--- src/rtl/mbist_pkg.sv ---
package mbist_pkg;

  localparam int MAX_OPS   = 7;
  localparam int MAX_ELEMS = 6;
  localparam int OPC_W     = $clog2(MAX_OPS + 1);
  localparam int EL_W      = $clog2(MAX_ELEMS);

  typedef enum logic [1:0] {
    ALG_MATS_PLUS = 2'd0,
    ALG_MARCH_CM  = 2'd1,
    ALG_MARCH_A   = 2'd2,
    ALG_MARCH_B   = 2'd3
  } alg_e;

  typedef struct packed {
    logic is_wr;
    logic val;
  } mop_t;

  typedef struct packed {
    logic                     down;
    logic [OPC_W-1:0]         nops;
    mop_t [MAX_OPS-1:0]       ops;
  } melem_t;

  typedef enum logic [2:0] {
    ST_IDLE, ST_RUN, ST_HOLD, ST_DRAIN, ST_DONE
  } st_e;

  localparam mop_t OP_R0   = 2'b00;
  localparam mop_t OP_R1   = 2'b01;
  localparam mop_t OP_W0   = 2'b10;
  localparam mop_t OP_W1   = 2'b11;
  localparam mop_t OP_NONE = 2'b00;

  function automatic melem_t mk_elem(input logic dn, input logic [OPC_W-1:0] n,
                                     input mop_t o0, input mop_t o1, input mop_t o2,
                                     input mop_t o3, input mop_t o4, input mop_t o5);
    melem_t e;
    e        = '0;
    e.down   = dn;
    e.nops   = n;
    e.ops[0] = o0;
    e.ops[1] = o1;
    e.ops[2] = o2;
    e.ops[3] = o3;
    e.ops[4] = o4;
    e.ops[5] = o5;
    return e;
  endfunction

endpackage

--- src/rtl/mbist_prog.sv ---
module mbist_prog
  import mbist_pkg::*;
(
  input  logic [1:0]      alg,
  input  logic            sopen,
  input  logic [EL_W-1:0] elem_idx,
  output melem_t          elem,
  output logic            last_elem
);

  melem_t          base;
  logic [EL_W-1:0] n_el;
  logic            has_rd;

  // Base element table per algorithm
  always_comb begin
    base = '0;
    n_el = EL_W'(3);
    case (alg)
      ALG_MATS_PLUS: begin
        n_el = EL_W'(3);
        case (elem_idx)
          0: base = mk_elem(1'b0, 1, OP_W0, OP_NONE, OP_NONE, OP_NONE, OP_NONE, OP_NONE);
          1: base = mk_elem(1'b0, 2, OP_R0, OP_W1, OP_NONE, OP_NONE, OP_NONE, OP_NONE);
          2: base = mk_elem(1'b1, 2, OP_R1, OP_W0, OP_NONE, OP_NONE, OP_NONE, OP_NONE);
          default: base = '0;
        endcase
      end
      ALG_MARCH_CM: begin
        n_el = EL_W'(6);
        case (elem_idx)
          0: base = mk_elem(1'b0, 1, OP_W0, OP_NONE, OP_NONE, OP_NONE, OP_NONE, OP_NONE);
          1: base = mk_elem(1'b0, 2, OP_R0, OP_W1, OP_NONE, OP_NONE, OP_NONE, OP_NONE);
          2: base = mk_elem(1'b0, 2, OP_R1, OP_W0, OP_NONE, OP_NONE, OP_NONE, OP_NONE);
          3: base = mk_elem(1'b1, 2, OP_R0, OP_W1, OP_NONE, OP_NONE, OP_NONE, OP_NONE);
          4: base = mk_elem(1'b1, 2, OP_R1, OP_W0, OP_NONE, OP_NONE, OP_NONE, OP_NONE);
          5: base = mk_elem(1'b0, 1, OP_R0, OP_NONE, OP_NONE, OP_NONE, OP_NONE, OP_NONE);
          default: base = '0;
        endcase
      end
      default: begin
        n_el = EL_W'(5);
        case (elem_idx)
          0: base = mk_elem(1'b0, 1, OP_W0, OP_NONE, OP_NONE, OP_NONE, OP_NONE, OP_NONE);
          1: begin
            if (alg == ALG_MARCH_B)
              base = mk_elem(1'b0, 6, OP_R0, OP_W1, OP_R1, OP_W0, OP_R0, OP_W1);
            else
              base = mk_elem(1'b0, 4, OP_R0, OP_W1, OP_W0, OP_W1, OP_NONE, OP_NONE);
          end
          2: base = mk_elem(1'b0, 3, OP_R1, OP_W0, OP_W1, OP_NONE, OP_NONE, OP_NONE);
          3: base = mk_elem(1'b1, 4, OP_R1, OP_W0, OP_W1, OP_W0, OP_NONE, OP_NONE);
          4: base = mk_elem(1'b1, 3, OP_R0, OP_W1, OP_W0, OP_NONE, OP_NONE, OP_NONE);
          default: base = '0;
        endcase
      end
    endcase
  end

  // Read-back insertion
  always_comb begin
    elem   = base;
    has_rd = 1'b0;
    for (int k = 0; k < MAX_OPS; k++) begin
      if (k < int'(base.nops) && !base.ops[k].is_wr) has_rd = 1'b1;
    end
    if (sopen && has_rd && base.nops != '0 && base.ops[base.nops - 1'b1].is_wr) begin
      elem.ops[base.nops] = {1'b0, base.ops[base.nops - 1'b1].val};
      elem.nops           = base.nops + 1'b1;
    end
  end

  assign last_elem = (elem_idx == n_el - 1'b1);

endmodule

--- src/rtl/mbist_addr_gen.sv ---
module mbist_addr_gen #(
  parameter int AW = 4
) (
  input  logic          clk,
  input  logic          rst_n,
  input  logic          clr,
  input  logic          step,
  input  logic          down,
  output logic [AW-1:0] addr,
  output logic          at_end
);

  logic [AW-1:0] cnt_q, cnt_d;

  always_comb begin
    cnt_d = cnt_q;
    if (clr)       cnt_d = '0;
    else if (step) cnt_d = cnt_q + 1'b1;
  end

  always_ff @(posedge clk or negedge rst_n) begin
    if (!rst_n)           cnt_q <= '0;
    else if (clr || step) cnt_q <= cnt_d;
  end

  // Descending order is the bitwise mirror of the ascending count
  assign addr   = down ? ~cnt_q : cnt_q;
  assign at_end = &cnt_q;

  a_r3_count_advance: assert property (@(posedge clk) disable iff (!rst_n)
    (step && !clr && !at_end) |=> (cnt_q == $past(cnt_q) + 1'b1))
    else $error("R3 address counter did not advance by one");

endmodule

--- src/rtl/mbist_resp_chk.sv ---
module mbist_resp_chk #(
  parameter int AW = 4,
  parameter int DW = 8
) (
  input  logic          clk,
  input  logic          rst_n,
  input  logic          clear,
  input  logic          rd_issue,
  input  logic [AW-1:0] rd_addr,
  input  logic          rd_val,
  input  logic [DW-1:0] rdata,
  output logic          mis,
  output logic          fail,
  output logic [AW-1:0] fail_addr,
  output logic [DW-1:0] fail_exp,
  output logic [DW-1:0] fail_act
);

  logic          pend_v_q;
  logic [AW-1:0] pend_addr_q;
  logic          pend_val_q;
  logic [DW-1:0] exp_word;
  logic          capture;
  logic          fail_q, fail_d;
  logic [AW-1:0] faddr_q;
  logic [DW-1:0] fexp_q, fact_q;

  assign exp_word = {DW{pend_val_q}};
  assign mis      = pend_v_q && (rdata != exp_word);
  assign capture  = mis && !fail_q && !clear;

  always_comb begin
    fail_d = fail_q;
    if (clear)        fail_d = 1'b0;
    else if (capture) fail_d = 1'b1;
  end

  always_ff @(posedge clk or negedge rst_n) begin
    if (!rst_n) begin
      pend_v_q    <= 1'b0;
      pend_addr_q <= '0;
      pend_val_q  <= 1'b0;
    end else begin
      pend_v_q <= rd_issue;
      if (rd_issue) begin
        pend_addr_q <= rd_addr;
        pend_val_q  <= rd_val;
      end
    end
  end

  always_ff @(posedge clk or negedge rst_n) begin
    if (!rst_n) begin
      fail_q  <= 1'b0;
      faddr_q <= '0;
      fexp_q  <= '0;
      fact_q  <= '0;
    end else begin
      fail_q <= fail_d;
      if (capture) begin
        faddr_q <= pend_addr_q;
        fexp_q  <= exp_word;
        fact_q  <= rdata;
      end
    end
  end

  assign fail      = fail_q;
  assign fail_addr = faddr_q;
  assign fail_exp  = fexp_q;
  assign fail_act  = fact_q;

  a_r8_fail_sticky: assert property (@(posedge clk) disable iff (!rst_n)
    (fail && !clear) |=> fail)
    else $error("R8 fail dropped without a new start");

  a_r8_first_kept: assert property (@(posedge clk) disable iff (!rst_n)
    (fail && !clear) |=> ($stable(fail_addr) && $stable(fail_act)))
    else $error("R8 first failure record overwritten");

endmodule

--- src/rtl/mbist_march_seq.sv ---
module mbist_march_seq
  import mbist_pkg::*;
#(
  parameter int AW     = 4,
  parameter int DW     = 8,
  parameter int HOLD_W = 32
) (
  input  logic              clk,
  input  logic              rst_n,
  input  logic              start,
  input  logic [1:0]        algo_sel,
  input  logic              sopen_en,
  input  logic              hold_en,
  input  logic [HOLD_W-1:0] hold_cycles,
  input  logic              stop_on_fail,
  input  logic [DW-1:0]     ram_rdata,
  output logic              ram_en,
  output logic              ram_we,
  output logic [AW-1:0]     ram_addr,
  output logic [DW-1:0]     ram_wdata,
  output logic              busy,
  output logic              done,
  output logic              fail,
  output logic [AW-1:0]     fail_addr,
  output logic [DW-1:0]     fail_exp,
  output logic [DW-1:0]     fail_act
);

  localparam int WAIT_ELEMS = 2;

  st_e               st_q, st_d;
  logic [EL_W-1:0]   el_q, el_d;
  logic [OPC_W-1:0]  op_q, op_d;
  logic [HOLD_W-1:0] hc_q, hc_d;

  logic [1:0]        alg_q;
  logic              so_q, hen_q, stop_q;
  logic [HOLD_W-1:0] hcyc_q;

  melem_t            elem;
  logic              last_elem;
  mop_t              cur_op;
  logic              last_op;
  logic              at_end;
  logic              accept;
  logic              mis;
  logic              step;

  assign accept = start && (st_q == ST_IDLE || st_q == ST_DONE);

  // Configuration captured once per run
  always_ff @(posedge clk or negedge rst_n) begin
    if (!rst_n) begin
      alg_q  <= '0;
      so_q   <= 1'b0;
      hen_q  <= 1'b0;
      stop_q <= 1'b0;
      hcyc_q <= '0;
    end else if (accept) begin
      alg_q  <= algo_sel;
      so_q   <= sopen_en;
      hen_q  <= hold_en;
      stop_q <= stop_on_fail;
      hcyc_q <= hold_cycles;
    end
  end

  mbist_prog u_prog (
    .alg       (alg_q),
    .sopen     (so_q),
    .elem_idx  (el_q),
    .elem      (elem),
    .last_elem (last_elem)
  );

  assign cur_op  = elem.ops[op_q];
  assign last_op = (op_q == elem.nops - 1'b1);
  assign step    = ram_en && last_op;

  mbist_addr_gen #(.AW(AW)) u_addr (
    .clk    (clk),
    .rst_n  (rst_n),
    .clr    (accept),
    .step   (step),
    .down   (elem.down),
    .addr   (ram_addr),
    .at_end (at_end)
  );

  assign ram_en    = (st_q == ST_RUN);
  assign ram_we    = ram_en && cur_op.is_wr;
  assign ram_wdata = {DW{cur_op.val}};
  assign busy      = (st_q == ST_RUN) || (st_q == ST_HOLD) || (st_q == ST_DRAIN);
  assign done      = (st_q == ST_DONE);

  mbist_resp_chk #(.AW(AW), .DW(DW)) u_chk (
    .clk       (clk),
    .rst_n     (rst_n),
    .clear     (accept),
    .rd_issue  (ram_en && !cur_op.is_wr),
    .rd_addr   (ram_addr),
    .rd_val    (cur_op.val),
    .rdata     (ram_rdata),
    .mis       (mis),
    .fail      (fail),
    .fail_addr (fail_addr),
    .fail_exp  (fail_exp),
    .fail_act  (fail_act)
  );

  always_comb begin
    st_d = st_q;
    el_d = el_q;
    op_d = op_q;
    hc_d = hc_q;
    case (st_q)
      ST_IDLE, ST_DONE: begin
        if (accept) begin
          st_d = ST_RUN;
          el_d = '0;
          op_d = '0;
        end
      end
      ST_RUN: begin
        if (stop_q && mis) begin
          st_d = ST_DONE;
        end else if (last_op) begin
          op_d = '0;
          if (at_end) begin
            if (last_elem) begin
              st_d = ST_DRAIN;
            end else begin
              el_d = el_q + 1'b1;
              if (hen_q && (int'(el_q) < WAIT_ELEMS) && (hcyc_q != '0)) begin
                st_d = ST_HOLD;
                hc_d = hcyc_q;
              end
            end
          end
        end else begin
          op_d = op_q + 1'b1;
        end
      end
      ST_HOLD: begin
        if (stop_q && mis)        st_d = ST_DONE;
        else if (hc_q <= 1)       st_d = ST_RUN;
        else                      hc_d = hc_q - 1'b1;
      end
      ST_DRAIN: st_d = ST_DONE;
      default:  st_d = ST_IDLE;
    endcase
  end

  always_ff @(posedge clk or negedge rst_n) begin
    if (!rst_n) begin
      st_q <= ST_IDLE;
      el_q <= '0;
      op_q <= '0;
      hc_q <= '0;
    end else begin
      st_q <= st_d;
      el_q <= el_d;
      op_q <= op_d;
      hc_q <= hc_d;
    end
  end

  a_r3_same_cell: assert property (@(posedge clk) disable iff (!rst_n)
    (st_q == ST_RUN && !last_op) |=> (st_q != ST_RUN || $stable(ram_addr)))
    else $error("R3 address moved inside an element");

  a_r1_done_held: assert property (@(posedge clk) disable iff (!rst_n)
    (done && !start) |=> done)
    else $error("R1 done dropped without start");

  a_r9_stop_halts: assert property (@(posedge clk) disable iff (!rst_n)
    (stop_q && mis && st_q == ST_RUN) |=> (done && !ram_en))
    else $error("R9 run continued after mismatch in stop mode");

endmodule

--- config.mk ---
export PLATFORM = sky130hd
export DESIGN_NAME = mbist_march_seq
export DESIGN_NICKNAME = d
export VERILOG_FILES = /design/src/rtl/mbist_pkg.sv /design/src/rtl/mbist_prog.sv /design/src/rtl/mbist_addr_gen.sv /design/src/rtl/mbist_resp_chk.sv /design/src/rtl/mbist_march_seq.sv
export SDC_FILE = /design/constraint.sdc
export NUM_CORES = 1
export LEC_CHECK = 0
export BUFFER_PORTS_ARGS = -buffer_cell sky130_fd_sc_hd__buf_2
export CORE_ASPECT_RATIO = 1.2
export CORE_UTILIZATION = 50
export CTS_BUF_LIST = sky130_fd_sc_hd__clkbuf_4 sky130_fd_sc_hd__clkbuf_8 sky130_fd_sc_hd__clkbuf_16
export DETAILED_ROUTE_END_ITERATION = 8
export PLACE_DENSITY = 0.7
export RECOVER_POWER = 25
export SLEW_MARGIN = 20
export SYNTH_ARGS = -nofsm -noshare
export SYNTH_HDL_FRONTEND = slang
export SYNTH_SLANG_ARGS = --single-unit
--- constraint.sdc ---
create_clock -name clk -period 13.2 [get_ports clk]
set_input_delay 1.98 -clock clk [delete_from_list [all_inputs] [get_ports clk]]
set_output_delay 1.98 -clock clk [all_outputs]
set_load 0.02 [all_outputs]
# Word-level counts from Yosys, hierarchy flattened
# Index checks and enable logic that the tools add are counted.
# classes
addsub,8
order_cmp,13
n_eq_ne,26
n_mux,52
bitwise,1
n_reduce_logical,51
# ops
cell,count
$mux W32,7
$pmux W18 S6,1
$pmux W18 S5,1
$pmux W32 S2,1
$pmux W18 S3,1
$mux W3,15
$pmux W18 S2,1
$le A32 B1 Y1 const B,1
$reduce_bool A32 Y1,1
$sub A32 B1 Y32 const B,1
$logic_and A1 B1 Y1,21
$pmux W3 S2,3
$mux W17,1
$mux W16,1
$bwmux W14,1
$bmux W2 S3,2
$eq A3 B2 Y1 const B,4
$lt A3 B4 Y1 const B,3
$mux W4,3
$pmux W3 S4,1
$logic_not A1 Y1,10
$add A3 B1 Y3 const B,3
$eq A3 B3 Y1 const B,3
$lt A3 B3 Y1 const A,3
31 further kinds,62
# totals
register_bits,102
elab_cells,168

# Longest topological paths before layout
# Gate-level depths: netlist of the first run.
# logic_depth
depth_word,22
depth_mapped,23
ltp_nobuf,21

# Modules after synthesis
# Synthesis of the first run repeated with hierarchy kept, for this count alone.
# hier_totals
cells_unflattened,682
area_unflattened_um2,6180.9
# by_module_without_submodules
module,n_inst,cells_each,area_each_um2,seq_area_each_um2
mbist_march_seq,1,519,4449.3,1951.9
mbist_resp_chk,1,57,888.4,500.5
mbist_prog,1,85,609.3,0.0
mbist_addr_gen,1,21,234.0,100.1

# Worst setup path after synthesis of the first run
# Ideal clock, no wire load.
# synth_timing
path_kind,register -> output
start,register el_q[0]
end,output ram_wdata[0]
t_arrival_ns,3.336
required_time_ns,11.220
path_slack_ns,7.884
stages_incl_launch_ff,14
n_path_buf,1
path_cell_list,dfrtp_1 > ha_1 > ha_1 > or4_4 > a32oi_4 > o21ai_2 > ha_1 > o311ai_1 > a21oi_1 > nand2_1 > o21ai_0 > a21oi_1 > nand2_1 > buf_4
# synth_between
elab_chain_len,18
word_cells_on_any_way,54
# synth_rtl
element,line,source
"start, declared",mbist_march_seq.sv:32,"logic [EL_W-1:0] el_q, el_d;"
"start signal, assigned",mbist_march_seq.sv:162,el_q <= el_d;
$eq A3 B3 Y1 (tied with other cells),mbist_prog.sv:31,case (elem_idx)
$pmux W18 S6 (tied with other cells),mbist_prog.sv:31,
$pmux W18 S2 (*),mbist_prog.sv:19,case (alg)
$lt A1 B3 Y1 or $logic_not A1 Y1 (tied branches),mbist_prog.sv:65,if (k < int'(base.nops) && !base.ops[k].is_wr) has_rd = 1'b1;
$logic_and A1 B1 Y1,mbist_prog.sv:65,
$mux W1 (7 in a row),mbist_prog.sv:65,
$logic_and A1 B1 Y1 (3 in a row),mbist_prog.sv:67,if (sopen && has_rd && base.nops != '0 && base.ops[base.nops - 1'b1].is_wr) begin
$mux W17 (*),mbist_prog.sv:67,
$bmux W2 S3 (*),mbist_march_seq.sv:76,assign cur_op = elem.ops[op_q];
$mux W2 (implied by the code) (*),mbist_march_seq.sv:76,
"end, declared",mbist_march_seq.sv:20,"output logic [DW-1:0] ram_wdata,"
# Mark *: on every way between the ends. The rest lies on a longest branch, timed or not. The select of a mux whose other input is x is not followed.

==> impl_results.md, run 1 <==
* Mapped Area at around 0.0062 mm2
* Final worst clock skew at around 0.013 ns
* Delay-heaviest family, CP: buffers and inverters
* Post-DP HPWL at slightly above 10000 um
* Setup bufs post-CTS at 0
* Crit Path Category: in2async
* CP max stage cell: clkbuf_1
* Initial Util at about 52%
* Drt first pass iters at 4
* Mapped Nets at just over 700
* WL per Instance at about 17 um
* Vias at 5200
* Max IR drop VDD at approximately 190 uV
* H-tree depth at 3
* Slew headroom at -164%
* Placer congestion estimate at between 0.8 and 0.9
* Tmin final at approximately 6.5 ns
* Post-Route WL at between 10000 and 15000 um
* First-pass GRT wire length at roughly 25000 um
* Worst Hold Class: reg2reg
* Top Ports at 85
* Layout area overhead at 10.3%
* Leak Pwr at roughly 0.0029 uW
* Via density at roughly 6
* Required time at the worst-slack endpoint at between 10 and 15 ns
* Worst Tran Pin Value at about 4.0 ns
* Yosys top cell by area: dfrtp_1
* Syn Inst Count at roughly 650
* Number of remaining DRC errors at 0
* Final setup vio count at 0
* RSZ-0062 raised after global routing: no
* Nets at between 700 and 800
* Clk buf depth at 2
* Clock transition at path regs at ~0.08 ns
* Critical path cell sequence: clkbuf_1 > clkbuf_1
* Mean Syn Cell Area at slightly below 10 um2
* I/O Buffers at 84
* Most frequent CP cell: clkbuf_1
* Largest net degree at the start of global routing at 74
* Clock latency on the worst-skew pair at 0.35 ns
* Hold buffers post-CTS at 0
* Vias in the first global route at 5129
* Initial antenna violation count at 0
* Hold WS at between 0.5 and 0.6 ns
* CTS sink count at 102
* CTS buffer count at 9
* Synth area leaders: dfrtp_1 41%, mux2_2 9.7%, nand2_1 3.7%
* TritonCTS clock tree: done
* Final hold violation count at 0
* Async SR Flop Fraction at 100%
* # rows at 44
* Max-slew violations at 151
* Antenna Cells at 0
* Post-route clock period utilization at just under 50%
* Die width at approximately 100 um
* CP peak stage delay at between 2 and 3 ns
* Area after DPL at around 0.0066 mm2
* Synth Register Bits at around 100
* Synth Area in Compound Gates at a little under a fifth
* FMAX at between 150 and 200 MHz
* Top post-synthesis cells by count: 102 x dfrtp_1, 62 x nand2_1, 54 x mux2_2, 37 x a21oi_1, 34 x nor2_1
* Die height at 124 um
* Detailed Route Iter0 Violations at roughly 400
* Quantity of gates resized following cts at 0
* Mux share of post-synthesis cell area at a little over a tenth
* Status: finished with violations
* Endpoint class of the critical path: async pin
* Total GRT Usage at between 20% and 30%
* CP max FO at between 70 and 80
* Post-synth cell types at 69
* Main synth FF type: dfrtp_1
* Design area at just under 0.007 mm2
* PwrDens at between 200 and 300 mW/mm2
* Fraction of layout cells with a size suffix above 1 at 24.3%
* Violated checks: capacitance limit, slew limit
* Top cell type's share of synthesized area at just over 40%
* Count leader, synth: dfrtp_1
* Final global-route overflow total at 0
* Post-synth EDFFs at 0
* Register area share after synthesis at between 40 and 50%
* Ys Warns at 0
* Critical path data arrival time at 6.01 ns
* Adder-cell area share of the yosys netlist at around 2.8%
* Post-route antenna net violation count at 0
* Critical path startpoint category: input pin
* Xor and xnor area share after synthesis at around 1.8%
* Largest family of logic cells by synthesized area: compound AO/OA/AOI/OAI gates
* Crit path buffers/inverters at 2
* Core Region at roughly 0.012 mm2
* Post-Synth Simple-Gate Area at 18.9%
* DIE AREA at 0.0129 mm2
* Max-cap violations at 3
* Root Buffer: clkbuf_16
* Sum Neg Setup Slack at 0 ns
[path summary, 6_finish.rpt]
path / startpoint / endpoint / slack (ns) / depth (start not counted)
setup / recovery: rst_n / hen_q$_DFFE_PN0P_ / 6.74 / 2
hold / removal: u_chk.fail_act[1]$_DFFE_PN0P_ / u_chk.fail_act[1]$_DFFE_PN0P_ / 0.51 / 1
setup reg to reg: el_q[2]$_DFFE_PN0P_ / hc_q[7]$_DFFE_PN0P_ / 7.01 / 22
hold reg to reg: u_chk.fail_act[1]$_DFFE_PN0P_ / u_chk.fail_act[1]$_DFFE_PN0P_ / 0.51 / 1
max in group clk: el_q[2]$_DFFE_PN0P_ / ram_wdata[0] / 6.82 / 13
min in group asynchronous: rst_n / hcyc_q[23]$_DFFE_PN0P_ / 2.00 / 1
[flip-flops by register name, summed over array words and instances (netlist names), 2 cells and up]
name               flops
hc_q                  32
el_q                   3
st_q                   3
alg_q                  2
hcyc_q                32
u_chk.fail_act         8
op_q                   3
u_chk.fail_addr        4
u_chk.pend_addr_q      4
u_addr.cnt_q           4
[per-layer routing]
metal	track usage (%)	part of all wire (%)
met1	29.5	42
met2	41.4	52
met3	3.98	4.0
met4	8.15	2.2
met5	0	0
[cell type report]
class	count	area [um2]
Timing Repair Buffer	88	429
Fill cell	1111	5230
Tap cell	161	201
Clock buffer	9	225
Clock inverter	7	76.3
Sequential cell	102	2550
Multi-Input combinational cell	470	3320
Inverter	20	76.3
[cell usage in the layout (no fill, tap or decap), types with 15 or more instances in the layout]
| cell | count |
|---|---|
| dfrtp_1 | 102 |
| buf_2 | 70 |
| nand2_1 | 62 |
| mux2_2 | 54 |
| a21oi_1 | 37 |
| nor2_1 | 34 |
| nand3_1 | 28 |
| nor3_1 | 25 |
| nor4_1 | 20 |
| inv_1 | 19 |
| o221ai_1 | 17 |
| o21ai_0 | 16 |
| clkbuf_1 | 15 |
[where the power goes]
part	internal, uW	switching (uW)	total (uW)
combinational	426	574	1000
sequential	465	173	638
clock	134	133	267
[stage by stage]
step	total power, uW	setup slack, ns	instances	utilization [%]
floorplan	1430	7.88	648	-
CTS	1920	6.84	857	57.0
finish	1900	6.74	857	56.8
detailed placement	1650	7.05	841	54.6
global route	2050	5.65	857	56.8
global placement	1610	7.29	841	54.6
[worst register-to-register path, stage by stage, from the launching register on]
cell      delay [ns]
dfrtp_1         0.69
inv_1           0.24
ha_1            0.35
or4_4           0.55
a32oi_4         0.24
o21ai_2         0.16
clkinv_2        0.12
ha_1            0.19
xnor2_1         0.12
nand4_1         0.15
a21oi_1         0.29
nand2_1         0.19
nand2_1         0.10
o21ai_0         0.09
ha_1            0.20
xnor2_1         0.13
xnor2_1         0.25
mux2i_1         0.23
nand3_1         0.25
a21boi_4        0.92
nor2_2          0.07
buf_4           0.28
o221ai_1        0.27
[cells by family (layout without fill, tap and decap cells)]
logic type / Yosys count / count (layout)
AOI/OAI and AO/OA: 152 / 152
xor gates and xnor gates: 13 / 13
adders and majority gates: 14 / 14
buffers and inverters: 76 / 124
DFF: 102 / 102
muxes: 60 / 60
and+or+nand+nor: 231 / 231
Note: power is estimated with default switching activity, not from simulation.
==> inputs of run 2 (changes only) <==
- ABC_AREA: default -> 1
- clock period: 13.2 -> 6.5 ns (I/O delays scaled with it)
==> impl_results.md, run 2 <==
* Status: finished with violations
* Violated checks: capacitance limit, slew limit
* Most frequent cells in the layout: 221 x nand2_1, 102 x dfrtp_1, 95 x inv_1
* CTS buffer count at 9 (unchanged)
* Max IR drop VDD at 325 uV (+73%)
* Reg power frac at 29.9% (-3.6 points)
* Syn Inst Count at 855 (+32%)
* Critical path data arrival time at 5.09 ns (-0.92 ns)
* Core Region at 0.0126 mm2 (+4.1%)
* Root Buffer: clkbuf_16
* Crit Path Category: reg2reg
* Number of fill cells at 1280 (+15%)
* Power share of the clock group at 13.8% (-0.2 points)
* Final hold violation count at 0 (unchanged)
* Initial antenna violation count at 0 (unchanged)
* Psw at 1950 uW (+120%)
* Tmin final at 4.88 ns
* Post-Route WL at 13800 um (-5.2%)
* RSZ-0062 raised after global routing: no
* Register area share after synthesis at 39.5% (-1.4 points)
* Leading cell type in the layout, fill and taps excluded: nand2_1
* First-pass GRT wire length at 24000 um (-4.4%)
* Placer congestion estimate at 0.841 (-0.64%)
* Clock transition at path regs at 0.08 ns (about the same)
* Post-synth EDFFs at 0 (unchanged)
* Ys Warns at 0 (unchanged)
* I/O Buffers at 84 (unchanged)
* Drt first pass iters at 5 (+1)
* Top Ports at 85 (unchanged)
* Post-DP HPWL at 10000 um (-2.7%)
* FMAX at 205 MHz
* Int Pwr at 1900 uW (+86%)
* PwrDens at 541 mW/mm2 (+96%)
* Top post-synthesis cells by count: 221 x nand2_1, 102 x dfrtp_1, 95 x inv_1, 69 x nor2_1, 59 x o21ai_0
* CP max FO at 64 (-12%)
* CP peak stage delay at 0.76 ns (-2.10 ns)
* Max-slew violations at 34 (-77%)
* CP max stage cell: nand3_4
* Most frequent CP cell: nand2_1
* Worst Tran Pin Value at 1.86 ns (-2.10 ns)
* Leak Pwr at 0.00363 uW (+27%)
* Clock latency on the worst-skew pair at 0.35 ns (about the same)
* Total GRT Usage at 22.1% (-1.6 points)
* Post-route antenna net violation count at 0 (unchanged)
* Mapped Area at 0.00646 mm2 (+3.5%)
* Worst Hold Class: reg2reg
* Synth Register Bits at 102 (unchanged)
* Main synth FF type: dfrtp_1
* Die width at 106 um (+1.7%)
* Number of remaining DRC errors at 0 (unchanged)
* Yosys top cell by area: dfrtp_1
* Nets at 977 (+30%)
* WL per Instance at 12.8 um (-25%)
* Largest net degree at the start of global routing at 71 (-4.1%)
* Critical path startpoint category: flip-flop
* Clk buf depth at 2 (unchanged)
* # rows at 45 (+2.3%)
* Switching portion of total power at 50.6% (+4.4 points)
* Antenna Cells at 0 (unchanged)
* Post-route clock period utilization at 75.1%
* Sum Neg Setup Slack at 0 ns (unchanged)
* TritonCTS clock tree: done
* Via density at 5.07 (-16%)
* Final worst clock skew at 0.0125 ns (-0.000609 ns)
* Post-synth cell types at 46 (-33%)
* Comb pwr share at 56.3% (+3.8 points)
* Final global-route overflow total at 0 (unchanged)
* Final setup vio count at 0 (unchanged)
* Mean Syn Cell Area at 7.56 um2 (-22%)
* Layout area overhead at 10.2% (about the same)
* CTS sink count at 102 (unchanged)
* Synth area leaders: dfrtp_1 39%, nand2_1 13%, inv_1 5.5%
* Quantity of gates resized following cts at 0 (unchanged)
* Detailed Route Iter0 Violations at 269 (-33%)
* DIE AREA at 0.0134 mm2 (+3.5%)
* Count leader, synth: nand2_1
* Die height at 127 um (+1.7%)
* Slew headroom at -24.2% (+140 points)
* Initial Util at 51.3% (-0.30 points)
* Setup bufs post-CTS at 0 (unchanged)
* Vias in the first global route at 5245 (+2.3%)
* Vias at 5501 (+5.8%)
* Top cell type's share of synthesized area at 39.5% (-1.4 points)
* Endpoint class of the critical path: flip-flop
* Final core occ at 56.5% (-0.35 points)
* Async SR Flop Fraction at 100% (unchanged)
* Hold buffers post-CTS at 0 (unchanged)
* Required time at the worst-slack endpoint at 6.70 ns (-6.04 ns)
* Max-cap violations at 1 (-2)
* H-tree depth at 3 (unchanged)
* Mapped Nets at 917 (+29%)
* Fraction of layout cells with a size suffix above 1 at 19.8% (-4.5 points)
run 2: metal layers:
layer  part of all wire, %  wire (um)  track usage [%]  vias up
li1                      -          -                -     2876
met1                    44       6080             26.8     2525
met2                    52       7190             40.8       89
met3                   2.8        392             2.72       11
met4                   1.2        170             6.21        0
met5                     0          0                0        -
run 2: cell families (layout without fill, tap and decap cells):
logic type	Yosys count	after routing	synth area share (%)
simple gates	430	430	30.0
buf+inv	144	209	10.2
compound gates	137	137	13.6
flops	102	102	39.5
xor+xnor	17	17	2.30
fa+ha+maj	14	14	2.71
mux	11	11	1.78
run 2: area by class of cell:
| type | count | area [um2] | area share, % |
|---|---|---|---|
| clock buffers | 9 | 225 | 3.16 |
| repair buffers | 88 | 424 | 5.95 |
| inverters | 105 | 394 | 5.53 |
| multi-input cells | 609 | 3260 | 45.7 |
| flip-flops and latches | 102 | 2550 | 35.8 |
| clock inverters | 7 | 65.1 | 0.913 |
| well taps | 164 | 205 | 2.88 |
run 2: worst max-delay path: cells and delay by family, from the launching register on:
family | cells | cell delay (ns)
xor+xnor | 2 | 0.33
flops | 1 | 0.39
fa+ha+maj | 3 | 0.77
compound gates | 3 | 0.28
simple gates | 17 | 2.58
buf+inv | 4 | 0.32
run 2: stage by stage:
stage          hold slack (ns)  power (uW)  std cells  setup WS [ns]  instance area [um2]
2_1_floorplan            0.442        2980        855           2.66                 6460
3_3_place_gp             0.462        3320       1067           1.76                 6860
3_5_place_dp             0.468        3360       1067           1.65                 6860
4_1_cts                  0.486        3900       1083           1.64                 7150
5_1_grt                  0.516        4240       1084           1.12                 7130
6_report                 0.478        3850       1084           1.62                 7130
run 2: path summary, 6_finish.rpt:
| path | start | to | slack (ns) | depth (start not counted) |
|---|---|---|---|---|
| worst min register to register | so_q$_DFFE_PN0P_ | so_q$_DFFE_PN0P_ | 0.48 | 2 |
| worst max-delay path | el_q[0]$_DFFE_PN0P_ | hc_q[5]$_DFFE_PN0P_ | 1.62 | 29 |
| max in group asynchronous | rst_n | u_chk.fail_addr[1]$_DFFE_PN0P_ | 3.63 | 2 |
| min in group asynchronous | rst_n | hcyc_q[21]$_DFFE_PN0P_ | 1.12 | 1 |
| worst max register to register | el_q[0]$_DFFE_PN0P_ | hc_q[5]$_DFFE_PN0P_ | 1.62 | 29 |
| worst min-delay path | so_q$_DFFE_PN0P_ | so_q$_DFFE_PN0P_ | 0.48 | 2 |
run 2: power by group through the flow:
stage	registers [uW]	clock network, uW	logic (uW)
2_1_floorplan	1140	0	1840
3_3_place_gp	1150	0	2170
3_5_place_dp	1160	0	2200
4_1_cts	1150	541	2210
5_1_grt	1190	566	2480
6_report	1150	531	2170
==> inputs of run 3 (changes only) <==
- PLACE_DENSITY: 0.7 -> 0.72
- clock period: 6.5 -> 4.4 ns (I/O delays scaled with it)
==> impl_results.md, run 3 (synthesis results as in run 2) <==
* Status: finished with violations
* Violated checks: capacitance limit, slew limit
* Post-DP HPWL at 10400 um (+3.6%)
* Most frequent cells in the layout: 219 x nand2_1, 100 x dfrtp_1, 94 x inv_1
* Pwr Total at 6150 uW (+60%)
* Clk buf depth at 2 (unchanged)
* Layout area overhead at 15.6%
* Fraction of layout cells with a size suffix above 1 at 24.7% (+4.9 points)
* Initial Util at 51.3% (unchanged)
* Final setup vio count at 0 (unchanged)
* First-pass GRT wire length at 24200 um (+0.89%)
* CP max FO at 8 (-88%)
* Detailed Route Iter0 Violations at 307 (+14%)
* Leading cell type in the layout, fill and taps excluded: nand2_1
* Die width at 106 um (unchanged)
* Placer congestion estimate at 0.855 (+1.7%)
* Delay-heaviest family, CP: simple AND/OR/NAND/NOR gates
* Vias in the first global route at 5196 (-0.93%)
* Area occupied by multi-input gates at 0.00333 mm2 (+2.0%)
* Clock transition at path regs at 0.08 ns (about the same)
* CP max stage cell: dfrtp_1
* Clock latency on the worst-skew pair at 0.36 ns (about the same)
* Required time at the worst-slack endpoint at 4.65 ns (-2.05 ns)
* Most frequent CP cell: nand2_2
* DIE AREA at 0.0134 mm2 (unchanged)
* Vias at 5678 (+3.2%)
* Crit path buffers/inverters at 5 (+1)
* Drt first pass iters at 4 (-1)
* Sum Neg Setup Slack at 0 ns (unchanged)
* H-tree depth at 3 (unchanged)
* I/O Buffers at 84 (unchanged)
* WL per Instance at 13.5 um (+5.8%)
* Tmin final at 4.13 ns (-0.757 ns)
* Die height at 127 um (unchanged)
* Hold buffers post-CTS at 0 (unchanged)
* Critical path startpoint category: flip-flop
* Final global-route overflow total at 0 (unchanged)
* Max-cap violations at 1 (unchanged)
* Largest net degree at the start of global routing at 67 (-5.6%)
* Post-route antenna net violation count at 0 (unchanged)
* Total GRT Usage at 22.5% (+0.44 points)
* CP peak stage delay at 0.42 ns (-0.34 ns)
* Leak Pwr at 0.00384 uW (+5.6%)
* FMAX at 242 MHz (+18%)
* Worst Tran Pin Value at 1.67 ns (-0.191 ns)
* TritonCTS clock tree: done
* Final hold violation count at 0 (unchanged)
* Initial antenna violation count at 0 (unchanged)
* Post-Route WL at 14900 um (+7.4%)
* Number of remaining DRC errors at 0 (unchanged)
* Max IR drop VDD at 585 uV (+80%)
* Antenna Cells at 0 (unchanged)
* Crit Path Category: reg2reg
* # rows at 45 (unchanged)
* Slew headroom at -11.4% (+13 points)
* CTS sink count at 102 (unchanged)
* Endpoint class of the critical path: flip-flop
* Via density at 5.16 (+1.7%)
* PwrDens at 824 mW/mm2 (+52%)
* Post-route clock period utilization at 93.8% (+19 points)
* Final worst clock skew at 0.00989 ns (-0.00262 ns)
* Register area at 0.00255 mm2 (about the same)
* Critical path data arrival time at 4.37 ns (-0.72 ns)
* CTS buffer count at 9 (unchanged)
* Top Ports at 85 (unchanged)
* Worst Hold Class: reg2reg
* Nets at 993 (+1.6%)
* Root Buffer: clkbuf_16
* Core Region at 0.0126 mm2 (unchanged)
* Number of fill cells at 1214 (-5.2%)
* Final core occ at 59.2% (+2.7 points)
* Max-slew violations at 67 (+97%)
==> run 3: cell count changes in the layout (fill, tap and decap cells not counted), sizes merged <==
cell	previous run	this run
buf	69	97
clkbuf	28	15
clkinv	7	6
inv	105	106
nand3	58	59
==> run 3: final cells by class <==
type                       count  share of cell area, %
sequential                   102                   34.2
clock inverter                 7                  0.988
clock buffer                   9                   3.01
inverter                     105                   5.28
multi-input combinational    610                   44.5
tap                          164                   2.75
timing repair buffer         103                   9.26
==> run 3: what timing repair did <==
| item | in CTS | in global routing |
|---|---|---|
| endpoints found under the setup margin | 0 | 47 |
| buffers inserted | 0 | 7 |
| resized for setup | 0 | 17 |
==> run 3: path summary, 6_finish.rpt <==
check	from	endpoint	slack (ns)	cells after the start
max reg2reg	el_q[0]$_DFFE_PN0P_	hc_q[22]$_DFFE_PN0P_	0.27	30
max in group asynchronous	rst_n	hc_q[3]$_DFFE_PN0P_	2.39	2
min in group asynchronous	rst_n	hcyc_q[24]$_DFFE_PN0P_	0.73	1
min	stop_q$_DFFE_PN0P_	stop_q$_DFFE_PN0P_	0.48	2
max	el_q[0]$_DFFE_PN0P_	hc_q[22]$_DFFE_PN0P_	0.27	30
min reg2reg	stop_q$_DFFE_PN0P_	stop_q$_DFFE_PN0P_	0.48	2
==> run 3: power breakdown <==
part	switching, uW	leakage (uW)	total, uW	internal, uW
combinational	2270	0.00239	3640	1370
sequential	378	0.00130	1710	1330
clock	403	0.000147	807	403
total	3060	0.00384	6150	3100
==> run 3: tightest hold or removal path, cell delays in order (launching register included) <==
cell     delay [ns]
dfrtp_1        0.35
nand2_1        0.05
nand2_1        0.05
==> run 3: metrics by stage <==
step	std cells	hold slack, ns	worst slack (ns)	instance area [um2]
after floorplan	855	0.364	0.625	6460
after global placement	1071	0.456	0.246	6930
after detailed placement	1071	0.460	0.164	6930
after CTS	1087	0.446	0.131	7230
after global routing	1100	0.500	-0.0410	7470
final	1100	0.476	0.274	7470
==> run 3: routing by layer <==
layer / vias up / track usage (%) / part of all wire [%]
met5: - / 0 / 0
met4: 0 / 7.27 / 1.6
met3: 16 / 3.03 / 2.6
met2: 89 / 40.5 / 52
met1: 2654 / 27.7 / 43
li1: 2919 / - / -
